## src/rtl/cmd_seq_pkg.sv

```systemverilog
package cmd_seq_pkg;
  localparam int unsigned ADDR_W  = 15;
  localparam int unsigned LEAD_N  = 5;
  localparam int unsigned STEP_W  = $clog2(LEAD_N + 1);

  typedef logic [ADDR_W-1:0] addr_t;
  typedef logic [STEP_W-1:0] step_t;

  function automatic addr_t lead_addr(input step_t idx);
    case (idx)
      3'd0: lead_addr = 15'h0E38;
      3'd1: lead_addr = 15'h31C7;
      3'd2: lead_addr = 15'h03E0;
      3'd3: lead_addr = 15'h3C1F;
      default: lead_addr = 15'h303F;
    endcase
  endfunction

  localparam addr_t TERM_DIS = 15'h03F8;
  localparam addr_t TERM_EN  = 15'h07F0;

  typedef enum logic [1:0] {CMD_NONE, CMD_DIS, CMD_EN} cmd_e;
endpackage

```

## src/rtl/cmd_seq_track.sv

```systemverilog
module cmd_seq_track
  import cmd_seq_pkg::*;
(
  input  logic  clk_i,
  input  logic  rst_ni,
  input  logic  acc_vld_i,
  input  logic  acc_wr_i,
  input  addr_t acc_addr_i,
  output cmd_e  cmd_o
);
  step_t step_q, step_d;
  cmd_e  cmd_d;

  always_comb begin
    step_d = step_q;
    cmd_d  = CMD_NONE;
    if (acc_vld_i) begin
      if (acc_wr_i) begin
        step_d = '0;
      end else if (step_q == step_t'(LEAD_N)) begin
        step_d = '0;
        if (acc_addr_i == TERM_DIS)     cmd_d = CMD_DIS;
        else if (acc_addr_i == TERM_EN) cmd_d = CMD_EN;
        else if (acc_addr_i == lead_addr('0)) step_d = step_t'(1);
      end else if (acc_addr_i == lead_addr(step_q)) begin
        step_d = step_q + step_t'(1);
      end else if (acc_addr_i == lead_addr('0)) begin
        step_d = step_t'(1);
      end else begin
        step_d = '0;
      end
    end
  end

  always_ff @(posedge clk_i or negedge rst_ni) begin
    if (!rst_ni) step_q <= '0;
    else         step_q <= step_d;
  end

  assign cmd_o = cmd_d;

  a_r3_step_range: assert property (@(posedge clk_i) disable iff (!rst_ni)
    step_q <= step_t'(LEAD_N));
  a_r2_hold_idle: assert property (@(posedge clk_i) disable iff (!rst_ni)
    !acc_vld_i |=> $stable(step_q));
  a_r6_write_clears: assert property (@(posedge clk_i) disable iff (!rst_ni)
    (acc_vld_i && acc_wr_i) |=> step_q == '0);
endmodule

```

## src/rtl/cmd_seq_state.sv

```systemverilog
module cmd_seq_state
  import cmd_seq_pkg::*;
(
  input  logic clk_i,
  input  logic rst_ni,
  input  cmd_e cmd_i,
  input  logic store_done_i,
  output logic active_o,
  output logic saved_o,
  output logic dis_cmd_o,
  output logic en_cmd_o
);
  logic active_q, saved_q, dis_q, en_q;

  always_ff @(posedge clk_i or negedge rst_ni) begin
    if (!rst_ni) begin
      active_q <= 1'b1;
      saved_q  <= 1'b1;
      dis_q    <= 1'b0;
      en_q     <= 1'b0;
    end else begin
      dis_q <= (cmd_i == CMD_DIS);
      en_q  <= (cmd_i == CMD_EN);
      if (cmd_i == CMD_DIS)     active_q <= 1'b0;
      else if (cmd_i == CMD_EN) active_q <= 1'b1;
      // store copies the value active before this edge's command
      if (store_done_i) saved_q <= active_q;
    end
  end

  assign active_o  = active_q;
  assign saved_o   = saved_q;
  assign dis_cmd_o = dis_q;
  assign en_cmd_o  = en_q;

  a_r10_excl: assert property (@(posedge clk_i) disable iff (!rst_ni)
    !(dis_q && en_q));
  a_r4_dis_one_cycle: assert property (@(posedge clk_i) disable iff (!rst_ni)
    dis_q |=> !dis_q);
  a_r5_en_one_cycle: assert property (@(posedge clk_i) disable iff (!rst_ni)
    en_q |=> !en_q);
  a_r4_dis_sets: assert property (@(posedge clk_i) disable iff (!rst_ni)
    dis_q |-> !active_q);
  a_r5_en_sets: assert property (@(posedge clk_i) disable iff (!rst_ni)
    en_q |-> active_q);
  a_r6_active_only_on_cmd: assert property (@(posedge clk_i) disable iff (!rst_ni)
    !$stable(active_q) |-> (dis_q || en_q));
  a_r8_saved_on_store: assert property (@(posedge clk_i) disable iff (!rst_ni)
    !$past(store_done_i) |-> $stable(saved_q));
endmodule

```

## src/rtl/cmd_seq_detect.sv

```systemverilog
module cmd_seq_detect
  import cmd_seq_pkg::*;
(
  input  logic              clk_i,
  input  logic              rst_ni,
  input  logic              acc_vld_i,
  input  logic              acc_wr_i,
  input  logic [ADDR_W-1:0] acc_addr_i,
  input  logic              store_done_i,
  output logic              active_o,
  output logic              saved_o,
  output logic              dis_cmd_o,
  output logic              en_cmd_o,
  output logic              pending_o
);
  cmd_e cmd;

  cmd_seq_track u_track (
    .clk_i      (clk_i),
    .rst_ni     (rst_ni),
    .acc_vld_i  (acc_vld_i),
    .acc_wr_i   (acc_wr_i),
    .acc_addr_i (acc_addr_i),
    .cmd_o      (cmd)
  );

  cmd_seq_state u_state (
    .clk_i        (clk_i),
    .rst_ni       (rst_ni),
    .cmd_i        (cmd),
    .store_done_i (store_done_i),
    .active_o     (active_o),
    .saved_o      (saved_o),
    .dis_cmd_o    (dis_cmd_o),
    .en_cmd_o     (en_cmd_o)
  );

  assign pending_o = active_o ^ saved_o;

  a_r8_saved_follows: assert property (@(posedge clk_i) disable iff (!rst_ni)
    store_done_i |=> saved_o == $past(active_o));
endmodule

```

## config.mk

```make
export PLATFORM = sky130hd
export DESIGN_NAME = cmd_seq_detect
export DESIGN_NICKNAME = d
export VERILOG_FILES = /design/src/rtl/cmd_seq_pkg.sv /design/src/rtl/cmd_seq_track.sv /design/src/rtl/cmd_seq_state.sv /design/src/rtl/cmd_seq_detect.sv
export SDC_FILE = /design/constraint.sdc
export NUM_CORES = 1
export LEC_CHECK = 0
export ABC_AREA = 1
export CAP_MARGIN = 20
export CORE_UTILIZATION = 36
export DETAILED_ROUTE_END_ITERATION = 10
export PLACE_DENSITY = 0.65
export RECOVER_POWER = 100
export SETUP_SLACK_MARGIN = 0.2
export SLEW_MARGIN = 20
export SYNTH_ARGS = -nofsm -noshare
export SYNTH_HDL_FRONTEND = slang
export SYNTH_SLANG_ARGS = --single-unit
```

## constraint.sdc

```tcl
create_clock -name clk_i -period 1.8 [get_ports clk_i]
set_input_delay 0.27 -clock clk_i [delete_from_list [all_inputs] [get_ports clk_i]]
set_output_delay 0.27 -clock clk_i [all_outputs]
set_load 0.1 [all_outputs]
```

==> metrics.md <==
| Metric | Value |
|---|---|
| First-pass iteration count of the detailed router | `4` |
| Global-route wire length before repair | `3.22 mm` |
| Finished Layout Cells | `191` |
| Total power density per cell area | `316 nW/um2` |
| Largest net degree at the start of global routing | `10` |
| Num CTS Buffers | `3` |
| Synth Register Bits | `7` |
| Area Overhead vs Synth | `77.1%` |
| Die width | `47.7 um` |
| GRT overflow | `0` |
| Part of the power in combinational logic | `0.266` |
| Root Driver | `clkbuf_4` |
| Die height | `47.7 um` |
| Antenna diode count | `0` |
| Max VDD drop | `0.403 mV` |
| Iteration-0 DRC count of the detailed router | `11` |
| Clock power frac | `0.360` |
| Max incr delay on CP | `0.42 ns` |
| Fmax | `564 MHz` |
| Setup crit start kind | `flop` |
| Port Buf Inserts | `24` |
| Switching share of power | `0.274` |
| Hold crit path type | `primary input to async pin` |
| Vias in the first global route | `796` |
| Final setup skew | `0.00294 ns` |
| Final Cycle Share | `0.984` |
| Arr. time, crit path | `1.97 ns` |
| Hold Buf Count CTS | `0` |
| Fill count | `189` |
| Worst-Margin Slew | `0.541 ns` |
| Cell Area, Synth | `753 um2` |
| Synth area leader | `nand2_1` |
| Top-area cell type share of the netlist area | `0.189` |
| Post-layout min period | `1.77 ns` |
| Gate Count Post-Synth | `123` |
| Register area | `181 um2` |
| Die area | `2280 um2` |
| Critical Path, Cell by Cell | `inv_2 -> ha_4 -> buf_6 -> nand2_4 -> nor2_1 -> nand3_2 -> inv_2 -> ha_4 -> o21ai_2` |
| Core ar. | `1960 um2` |
| Worst path slowest cell | `dfrtp_1` |
| Maximum Capacitance Violations | `0` |
| Fin Hold WS | `0.341 ns` |
| Largest cells by area after synthesis | `nand2_1 19%, dfrtp_1 17%, ha_1 12%, inv_1 10%, nand3_1 9.3%` |
| Status | `complete, no violations` |
| Clk sinks | `7` |
| Final setup violation count | `0` |
| Mapped Avg Cell Area | `6.12 um2` |
| Clk buf depth | `2` |
| Share of cells above drive strength 1 | `0.396` |
| Critical path class | `flop to flop` |
| CP required | `1.99 ns` |
| IO Count | `25` |
| Multi-input logic area | `673 um2` |
| CP Capture Type | `flop` |
| GRT Resource Usage Total | `0.196` |
| Hpwl dp | `1.62 mm` |
| Clock tree from TritonCTS | `yes` |
| WL final | `2.28 mm` |
| WL/cell | `11.9 um` |
| YS warnings | `0` |
| DRC errors left | `0` |
| CP max FO | `4` |
| Worst-Skew Late Latency | `0.26 ns` |
| Vias/cell | `4.60` |
| CTS H-tree depth | `1` |
| Cell internal pwr | `0.306 mW` |
| Slew HR | `0.641` |
| Placed Cells | `184` |
| Starting Density | `0.384` |
| Layout Nets | `192` |
| Sequential share of the synthesized area | `0.236` |
| Final hold violations | `0` |
| Seq pwr share | `0.374` |
| Site Rows | `16` |
| RSZ-0062 raised after global routing | `yes` |
| Vias | `879` |
| CTS clk-pin slew, worst paths | `0.06 ns` |
| Initial antenna violation count | `0` |
| Net Count, Synth | `150` |
| P_leak | `0.684 nW` |
| Post-synth cell types | `21` |
| Post-route ant nets | `0` |
| Slew Limit Fails | `0` |
| P_sw | `0.116 mW` |
| Placer Congestion | `0.918` |
## power by group through the flow
stage | sequential, mW | clock (mW) | combinational, mW
after global placement | 0.160 | 0 | 0.101
after CTS | 0.157 | 0.152 | 0.104
after global routing | 0.157 | 0.169 | 0.123
final | 0.157 | 0.152 | 0.112
after floorplan | 0.160 | 0 | 0.0273
after detailed placement | 0.160 | 0 | 0.102
## metal layers
metal,global-route usage,up-vias,wire [um],part of all wire
met5,0,-,0,0
met4,0.0222,0,4,0.0018
met3,0.0453,2,83,0.036
met2,0.335,23,1220,0.53
met1,0.258,392,975,0.43
li1,-,462,-,-
## worst max-delay path, delay by kind of cell, from the launching register on
kind | cells | cell delay (ns)
flip-flops | 1 | 0.42
AO/OA/AOI/OAI | 1 | 0.12
adder cells (fa/ha/maj) | 2 | 0.38
buffers and inverters | 3 | 0.33
AND/OR/NAND/NOR | 3 | 0.45
## placed cells by master, fill, tap and decap left out, drive strengths merged
master,instances
buf,16
clkbuf,7
clkdlybuf4s50,15
dfrtp,5
dfstp,2
dlygate4sd3,1
dlymetal6s2s,3
ha,7
inv,22
mux2,1
nand2,39
nand3,15
nand4,2
nor2,20
nor3,2
nor4b,1
o21ai,2
o22ai,2
or2,1
xor2,1
## cell usage after synthesis
cell type	instances
nor3_1	2
nor4b_1	1
nand3_1	14
buf_6	1
mux2_2	1
or2_0	1
o22ai_1	2
inv_2	1
xor2_1	1
dfstp_2	2
nor2_2	4
nand4_1	2
o21ai_1	1
o21ai_0	1
dfrtp_1	5
nor2_1	16
nand2_2	1
nand2_1	38
inv_1	21
nand3_2	1
ha_1	7
## cell families (layout without fill, tap and decap cells)
group | after synthesis | after routing | synth area share
XOR/XNOR | 1 | 1 | 0.0116
buffers and inverters | 23 | 64 | 0.125
multiplexers | 1 | 1 | 0.0149
flip-flops | 7 | 7 | 0.236
adder cells (fa/ha/maj) | 7 | 7 | 0.116
AO/OA/AOI/OAI | 4 | 4 | 0.0299
AND/OR/NAND/NOR | 80 | 80 | 0.467
## final cells by class
| type | count | share of cell area |
|---|---|---|
| Tap cell | 27 | 0.0253 |
| Sequential cell | 7 | 0.136 |
| Multi-Input combinational cell | 93 | 0.505 |
| Clock buffer | 4 | 0.0197 |
| Timing Repair Buffer | 38 | 0.250 |
| Inverter | 22 | 0.0638 |
## path summary, 6_finish.rpt
check                                   from                end  slack (ns)  depth (start not counted)
hold reg to reg             u_state.active_o   u_state.active_o        0.58                          2
setup reg to reg           u_track.step_q[1]   u_state.active_o        0.03                          9
max in group asynchronous             rst_ni    u_state.saved_o        1.17                          1
min in group clk_i          u_state.active_o   u_state.active_o        0.58                          2
setup / recovery           u_track.step_q[1]   u_state.active_o        0.03                          9
hold / removal                        rst_ni  u_state.dis_cmd_o        0.34                          1
## flip-flops by register name, summed over array words and instances (netlist names)
register / count
u_track.step_q: 3
u_state.en_cmd_o: 1
u_state.dis_cmd_o: 1
u_state.active_o: 1
u_state.saved_o: 1
## per-stage QoR
step	setup WS, ns	total power, mW	util	instance area, um2	setup TNS, ns
final	0.0282	0.421	0.680	1330	0
after global routing	-0.0790	0.449	0.680	1330	-0.203
after CTS	0.0833	0.413	0.634	1240	0
after detailed placement	-0.103	0.262	0.590	1160	-0.103
after global placement	-0.0512	0.261	0.590	1160	-0.0512
after floorplan	0.111	0.187	-	787	0
## timing repair
| action | in CTS | in global routing |
|---|---|---|
| setup buffers | 1 | 2 |
| gates resized for setup | 11 | 36 |
| pin swaps | 12 | 19 |
| setup endpoints to repair | 4 | 6 |
(Power assumes the default switching activity.)
